`src/rtl/gpio_bank_pkg.sv`:
```
package gpio_bank_pkg;
  localparam int WORD_W      = 32;
  localparam int PINS_PER_FN = 10;
  localparam int FN_W        = 3;
  localparam int PULL_W      = 2;

  // word indices on the bus
  localparam int A_FSEL_BASE = 0;
  localparam int A_SET_BASE  = 7;
  localparam int A_CLR_BASE  = 10;
  localparam int A_LVL_BASE  = 13;
  localparam int A_PCTL      = 37;
  localparam int A_PCLK_BASE = 38;

  typedef enum logic [2:0] {
    FN_INPUT  = 3'b000,
    FN_OUTPUT = 3'b001,
    FN_ALT0   = 3'b100,
    FN_ALT1   = 3'b101,
    FN_ALT2   = 3'b110,
    FN_ALT3   = 3'b111,
    FN_ALT4   = 3'b011,
    FN_ALT5   = 3'b010
  } fn_code_e;

  typedef enum logic [1:0] {
    PULL_NONE = 2'b00,
    PULL_UP   = 2'b01,
    PULL_DOWN = 2'b10
  } pull_code_e;
endpackage

```
`src/rtl/gpio_fsel_regs.sv`:
```
module gpio_fsel_regs
  import gpio_bank_pkg::*;
#(
  parameter int NUM_PINS = 54,
  parameter int ADDR_W   = 6
) (
  input  logic                     clk,
  input  logic                     rst_n,
  input  logic                     wr_en,
  input  logic [ADDR_W-1:0]        addr,
  input  logic [WORD_W-1:0]        wr_data,
  output logic [WORD_W-1:0]        rd_data,
  output logic [NUM_PINS*FN_W-1:0] fsel_flat
);
  logic [FN_W-1:0] fsel_q [NUM_PINS];
  logic [FN_W-1:0] fsel_d [NUM_PINS];

  for (genvar p = 0; p < NUM_PINS; p++) begin : g_pin
    localparam int WIDX = p / PINS_PER_FN;
    localparam int BOFS = (p % PINS_PER_FN) * FN_W;
    logic hit;
    assign hit = wr_en && (addr == ADDR_W'(A_FSEL_BASE + WIDX));

    always_comb begin
      fsel_d[p] = fsel_q[p];
      if (hit) fsel_d[p] = wr_data[BOFS +: FN_W];
    end

    always_ff @(posedge clk or negedge rst_n) begin
      if (!rst_n)   fsel_q[p] <= FN_INPUT;
      else if (hit) fsel_q[p] <= fsel_d[p];
    end

    assign fsel_flat[p*FN_W +: FN_W] = fsel_q[p];
  end

  always_comb begin
    rd_data = '0;
    for (int p = 0; p < NUM_PINS; p++) begin
      if (addr == ADDR_W'(A_FSEL_BASE + p / PINS_PER_FN))
        rd_data[(p % PINS_PER_FN) * FN_W +: FN_W] = fsel_q[p];
    end
  end
endmodule

```
`src/rtl/gpio_out_latch.sv`:
```
module gpio_out_latch
  import gpio_bank_pkg::*;
#(
  parameter int NUM_PINS = 54,
  parameter int ADDR_W   = 6
) (
  input  logic                clk,
  input  logic                rst_n,
  input  logic                wr_en,
  input  logic [ADDR_W-1:0]   addr,
  input  logic [WORD_W-1:0]   wr_data,
  output logic [NUM_PINS-1:0] out_q
);
  logic [NUM_PINS-1:0] set_mask;
  logic [NUM_PINS-1:0] clr_mask;
  logic [NUM_PINS-1:0] out_d;
  logic                out_en;

  for (genvar p = 0; p < NUM_PINS; p++) begin : g_pin
    localparam int BANK = p / WORD_W;
    localparam int BIT  = p % WORD_W;
    assign set_mask[p] = wr_en && (addr == ADDR_W'(A_SET_BASE + BANK)) && wr_data[BIT];
    assign clr_mask[p] = wr_en && (addr == ADDR_W'(A_CLR_BASE + BANK)) && wr_data[BIT];
  end

  always_comb begin
    out_en = |(set_mask | clr_mask);
    out_d  = (out_q | set_mask) & ~clr_mask;
  end

  always_ff @(posedge clk or negedge rst_n) begin
    if (!rst_n)      out_q <= '0;
    else if (out_en) out_q <= out_d;
  end
endmodule

```
`src/rtl/gpio_pull_latch.sv`:
```
module gpio_pull_latch
  import gpio_bank_pkg::*;
#(
  parameter int NUM_PINS = 54,
  parameter int ADDR_W   = 6
) (
  input  logic                       clk,
  input  logic                       rst_n,
  input  logic                       wr_en,
  input  logic [ADDR_W-1:0]          addr,
  input  logic [WORD_W-1:0]          wr_data,
  output logic [WORD_W-1:0]          rd_data,
  output logic [NUM_PINS*PULL_W-1:0] pull_flat
);
  logic [PULL_W-1:0]   ctl_q, ctl_d;
  logic                ctl_en;
  logic [NUM_PINS-1:0] pclk_q, pclk_d, pclk_prev;
  logic [NUM_PINS-1:0] pclk_en;
  logic [NUM_PINS-1:0] rise;
  logic [PULL_W-1:0]   pull_q [NUM_PINS];

  always_comb begin
    ctl_en = wr_en && (addr == ADDR_W'(A_PCTL));
    ctl_d  = wr_data[PULL_W-1:0];
  end

  always_ff @(posedge clk or negedge rst_n) begin
    if (!rst_n)      ctl_q <= PULL_NONE;
    else if (ctl_en) ctl_q <= ctl_d;
  end

  for (genvar p = 0; p < NUM_PINS; p++) begin : g_pin
    localparam int BANK = p / WORD_W;
    localparam int BIT  = p % WORD_W;
    assign pclk_en[p] = wr_en && (addr == ADDR_W'(A_PCLK_BASE + BANK));
    assign pclk_d[p]  = wr_data[BIT];
    assign rise[p]    = pclk_q[p] & ~pclk_prev[p];

    always_ff @(posedge clk or negedge rst_n) begin
      if (!rst_n) begin
        pclk_q[p]    <= 1'b0;
        pclk_prev[p] <= 1'b0;
        pull_q[p]    <= PULL_NONE;
      end else begin
        if (pclk_en[p]) pclk_q[p] <= pclk_d[p];
        pclk_prev[p] <= pclk_q[p];
        if (rise[p]) pull_q[p] <= ctl_q;
      end
    end

    assign pull_flat[p*PULL_W +: PULL_W] = pull_q[p];
  end

  always_comb begin
    rd_data = '0;
    if (addr == ADDR_W'(A_PCTL)) rd_data[PULL_W-1:0] = ctl_q;
    for (int p = 0; p < NUM_PINS; p++) begin
      if (addr == ADDR_W'(A_PCLK_BASE + p / WORD_W))
        rd_data[p % WORD_W] = pclk_q[p];
    end
  end
endmodule

```
`src/rtl/gpio_in_sync.sv`:
```
module gpio_in_sync #(
  parameter int NUM_PINS = 54
) (
  input  logic                clk,
  input  logic                rst_n,
  input  logic [NUM_PINS-1:0] pin_in,
  output logic [NUM_PINS-1:0] level
);
  logic [NUM_PINS-1:0] stage1;

  always_ff @(posedge clk or negedge rst_n) begin
    if (!rst_n) begin
      stage1 <= '0;
      level  <= '0;
    end else begin
      stage1 <= pin_in;
      level  <= stage1;
    end
  end
endmodule

```
`src/rtl/gpio_bank_ctrl.sv`:
```
module gpio_bank_ctrl
  import gpio_bank_pkg::*;
#(
  parameter int NUM_PINS = 54,
  parameter int ADDR_W   = 6
) (
  input  logic                       clk,
  input  logic                       rst_n,
  input  logic [ADDR_W-1:0]          bus_addr,
  input  logic [WORD_W-1:0]          bus_wdata,
  input  logic                       bus_we,
  input  logic                       bus_re,
  output logic [WORD_W-1:0]          bus_rdata,
  input  logic [NUM_PINS-1:0]        pin_in,
  input  logic [NUM_PINS-1:0]        alt_out,
  output logic [NUM_PINS-1:0]        pad_out,
  output logic [NUM_PINS-1:0]        pad_oe,
  output logic [NUM_PINS*FN_W-1:0]   fsel_out,
  output logic [NUM_PINS*PULL_W-1:0] pull_state
);
  logic [1:0]          rst_pipe;
  logic                rst_int_n;
  logic [WORD_W-1:0]   fsel_rd, pull_rd, lvl_rd;
  logic [WORD_W-1:0]   rdata_d, rdata_q;
  logic [NUM_PINS-1:0] out_q;
  logic [NUM_PINS-1:0] level;

  always_ff @(posedge clk or negedge rst_n) begin
    if (!rst_n) rst_pipe <= 2'b00;
    else        rst_pipe <= {rst_pipe[0], 1'b1};
  end
  assign rst_int_n = rst_pipe[1];

  gpio_fsel_regs #(.NUM_PINS(NUM_PINS), .ADDR_W(ADDR_W)) u_fsel (
    .clk(clk), .rst_n(rst_int_n), .wr_en(bus_we), .addr(bus_addr),
    .wr_data(bus_wdata), .rd_data(fsel_rd), .fsel_flat(fsel_out)
  );

  gpio_out_latch #(.NUM_PINS(NUM_PINS), .ADDR_W(ADDR_W)) u_out (
    .clk(clk), .rst_n(rst_int_n), .wr_en(bus_we), .addr(bus_addr),
    .wr_data(bus_wdata), .out_q(out_q)
  );

  gpio_pull_latch #(.NUM_PINS(NUM_PINS), .ADDR_W(ADDR_W)) u_pull (
    .clk(clk), .rst_n(rst_int_n), .wr_en(bus_we), .addr(bus_addr),
    .wr_data(bus_wdata), .rd_data(pull_rd), .pull_flat(pull_state)
  );

  gpio_in_sync #(.NUM_PINS(NUM_PINS)) u_sync (
    .clk(clk), .rst_n(rst_int_n), .pin_in(pin_in), .level(level)
  );

  always_comb begin
    lvl_rd = '0;
    for (int p = 0; p < NUM_PINS; p++) begin
      if (bus_addr == ADDR_W'(A_LVL_BASE + p / WORD_W))
        lvl_rd[p % WORD_W] = level[p];
    end
  end

  always_comb begin
    rdata_d = fsel_rd | pull_rd | lvl_rd;
  end

  always_ff @(posedge clk or negedge rst_int_n) begin
    if (!rst_int_n)  rdata_q <= '0;
    else if (bus_re) rdata_q <= rdata_d;
  end
  assign bus_rdata = rdata_q;

  for (genvar p = 0; p < NUM_PINS; p++) begin : g_pad
    assign pad_oe[p]  = (fsel_out[p*FN_W +: FN_W] == FN_OUTPUT);
    assign pad_out[p] = pad_oe[p] ? out_q[p] : alt_out[p];
  end
endmodule

```
`config.mk`:
```
export PLATFORM = sky130hd
export DESIGN_NAME = gpio_bank_ctrl
export DESIGN_NICKNAME = d
export VERILOG_FILES = /design/src/rtl/gpio_bank_pkg.sv /design/src/rtl/gpio_fsel_regs.sv /design/src/rtl/gpio_out_latch.sv /design/src/rtl/gpio_pull_latch.sv /design/src/rtl/gpio_in_sync.sv /design/src/rtl/gpio_bank_ctrl.sv
export SDC_FILE = /design/constraint.sdc
export NUM_CORES = 1
export LEC_CHECK = 0
export ABC_AREA = 1
export BUFFER_PORTS_ARGS = -buffer_cell sky130_fd_sc_hd__buf_2
export CAP_MARGIN = 20
export CORE_ASPECT_RATIO = 1.1
export CORE_MARGIN = 3
export CORE_UTILIZATION = 45
export DETAILED_ROUTE_END_ITERATION = 16
export PLACE_DENSITY = 0.78
export RECOVER_POWER = 100
export SLEW_MARGIN = 20
export SYNTH_ARGS = -nofsm -noshare
export SYNTH_HDL_FRONTEND = slang
export SYNTH_SLANG_ARGS = --single-unit
```
`constraint.sdc`:
```
create_clock -name clk -period 17.7 [get_ports clk]
set_input_delay 2.655 -clock clk [delete_from_list [all_inputs] [get_ports clk]]
set_output_delay 2.655 -clock clk [all_outputs]
set_load 0.02 [all_outputs]
```
==> qor.txt <==
Number of global-route vias before repair: 18720
Mapped Cells: 2510
Syn_area_per_cell: 9.042 um2
CTS tree: done
Seq/Total Area, Yosys: 0.6351
Tmin final: 7.645 ns
Status: finished with violations
Critical Path RT: 18.16 ns
Synth Cell Area: 22700 um2
First-pass GRT wire length: 118600 um
H-tree Lvls: 2
RD Place Congestion: 0.9679
Peak Freq: 130.8 MHz
Synth-to-Final Area Change: 21.53%
VDD IR-drop max: 0.08628 mV
DRC: 0
Vias per cell: 5.258
Die ar.: 53170 um2
Fillers: 4592
Violated checks: max-capacitance violations, max-slew violations
Starting DRT DRC Count: 2208
Area contributors post-synth: dfrtp_1, nand2_1, o21ai_0
Input/output buffers: 559
Number of top-level pins: 560
Average wire per standard cell: 21.09 um
Stages on the worst setup path: 6
WS Path Type: input port to flip-flop
Ys Warns: 0
Root buffer cell: clkbuf_16
CTS buffer count: 57
Slew HR: -1.624
Core Util, Final: 0.5577
Initial antenna violation count: 15
Critical path fanouts, max: 60
Multi-input gate area: 6930 um2
Hold Buf Count CTS: 0
Leakage power: 13.35 nW
Crit share post-route: 0.4319
RSZ-0062 raised after global routing: false
Nets: 3205
Routed Antenna Nets: 0
Starting Density: 0.4589
Post-synth top area share: 0.6351
Clock buffer depth: 3
Leading area contributor after synthesis: dfrtp_1
Worst Hold Path Cells: 0
# clock sinks: 576
Delay-heaviest family, CP: simple AND/OR/NAND/NOR gates
Post-route setup slack: 10.06 ns
Worst-margin pin slew: 3.936 ns
Max cap viols: 20
Num rows: 85
Die Ht: 241.5 um
Critical Path Start Type: input port
Flops & latches, synth: 576
Core area: 49450 um2
Die W: 220.1 um
Overall Global Routing Usage: 0.2964
Clock transition at path regs: 0.06 ns
Setup TNS: 0 ns
Setup crit end kind: flip-flop
Remaining global-route overflow: 0
Router iterations before antenna repair: 6
Via count: 19810
Largest net degree at the start of global routing: 77
Setup bufs post-CTS: 0
Slowest CP cell: nand2_1
Reg2Reg Depth: 2
Power per standard cell area: 132.7 nW/um2
Distinct cells, synth: 22
Worst Skew: 0.01667 ns
Final WL: 79460 um
Post-DP HPWL: 58370 um
Commonest non-fill, non-tap cell in the layout: nand2_1
Slew Limit Fails: 1064
Crit path cell chain: clkbuf_1 > nor2_1 > nand2_1 > nor2_1 > nand2_1 > o21ai_0
Worst hold path class: flip-flop to flip-flop
Syn Nets: 2660
CP peak stage delay: 1.93 ns
Post-cts sizing count: 0
Worst-Skew Late Latency: 0.61 ns
CP bufs+invs: 1
Layout cell share with drive strength beyond 1: 0.08446
Register Area: 14410 um2
Most frequent cells in the layout: nand2_1, dfrtp_1, clkbuf_1
Final Hold Vio Count: 0
Place WS: 11.84 ns
Final setup viols: 0
Arr. time, crit path: 8.11 ns
[cell families (layout without fill, tap and decap cells)]
group           Yosys count  in the layout  share of synthesized area
flops                   576            576                     0.6351
simple gates           1156           1156                     0.2030
compound gates          445            445                     0.1042
buf+inv                 332            924                    0.05756
other cells               1             15                  0.0001652
[sequential cells by signal, summed over array words and instances, names as in the netlist]
signal / count
bus_rdata: 32
rst_pipe: 2
u_fsel.fsel_flat: 162
u_out.out_q: 54
u_pull.ctl_q: 2
u_pull.pclk_prev: 54
u_pull.pclk_q: 54
u_pull.pull_flat: 108
u_sync.level: 54
u_sync.stage1: 54
[final timing paths]
| check | start | end | slack (ns) |
|---|---|---|---|
| setup reg to reg | rst_pipe[1] | bus_rdata[10] | 10.13 |
| max in group asynchronous | rst_pipe[1] | bus_rdata[10] | 10.13 |
| min in group asynchronous | rst_pipe[1] | u_fsel.fsel_flat[56] | 1.01 |
| setup / recovery | bus_addr[4] | u_fsel.fsel_flat[116] | 10.06 |
| hold / removal | u_sync.stage1[18] | u_sync.level[18] | 0.33 |
| hold reg to reg | u_sync.stage1[18] | u_sync.level[18] | 0.33 |
[power by group]
| part | switching, mW | leakage [nW] | internal [mW] |
|---|---|---|---|
| Clock | 0.531 | 1.05 | 0.819 |
| Combinational | 0.494 | 5.02 | 0.166 |
| Sequential | 0.149 | 7.28 | 1.50 |
[layer usage]
| layer | GRT usage | vias up | wire length (um) |
|---|---|---|---|
| met4 | 0.1432 | 8 | 4156 |
| met1 | 0.4099 | 9447 | 32270 |
| met5 | 0 | - | 51 |
| li1 | - | 9072 | - |
| met3 | 0.06026 | 199 | 6997 |
| met2 | 0.4496 | 1087 | 35980 |
[stage by stage]
step	power (mW)	hold slack (ns)	std cells	area (um2)
after floorplan	2.046	0.3312	2510	22700
after CTS	3.719	0.3264	3750	28180
after detailed placement	2.369	0.3347	3644	26060
final	3.660	0.3332	3768	27580
after global routing	3.821	0.3476	3764	27570
after global placement	2.349	0.3317	3644	26060
[final cells by class]
type                       count  area share
clock inverter                32     0.01724
timing repair buffer         579     0.08565
tap                          652     0.02958
antenna                       14    0.001270
sequential                   576      0.5226
clock buffer                  74     0.05988
multi-input combinational   1602      0.2513
inverter                     239     0.03253
[synth_stat cells]
cell type	number
a21oi_1	21
a22oi_1	54
a31oi_1	2
buf_2	27
buf_4	7
clkbuf_1	59
conb_1	1
dfrtp_1	576
inv_1	232
inv_2	7
nand2_1	775
nand2_2	3
nand3_1	68
nand4_1	22
nor2_1	253
nor2_2	3
nor2_4	8
nor3_1	9
nor3_2	1
o21ai_0	294
o21ai_1	74
or2_2	14
Note: power is estimated with default switching activity, not from simulation.
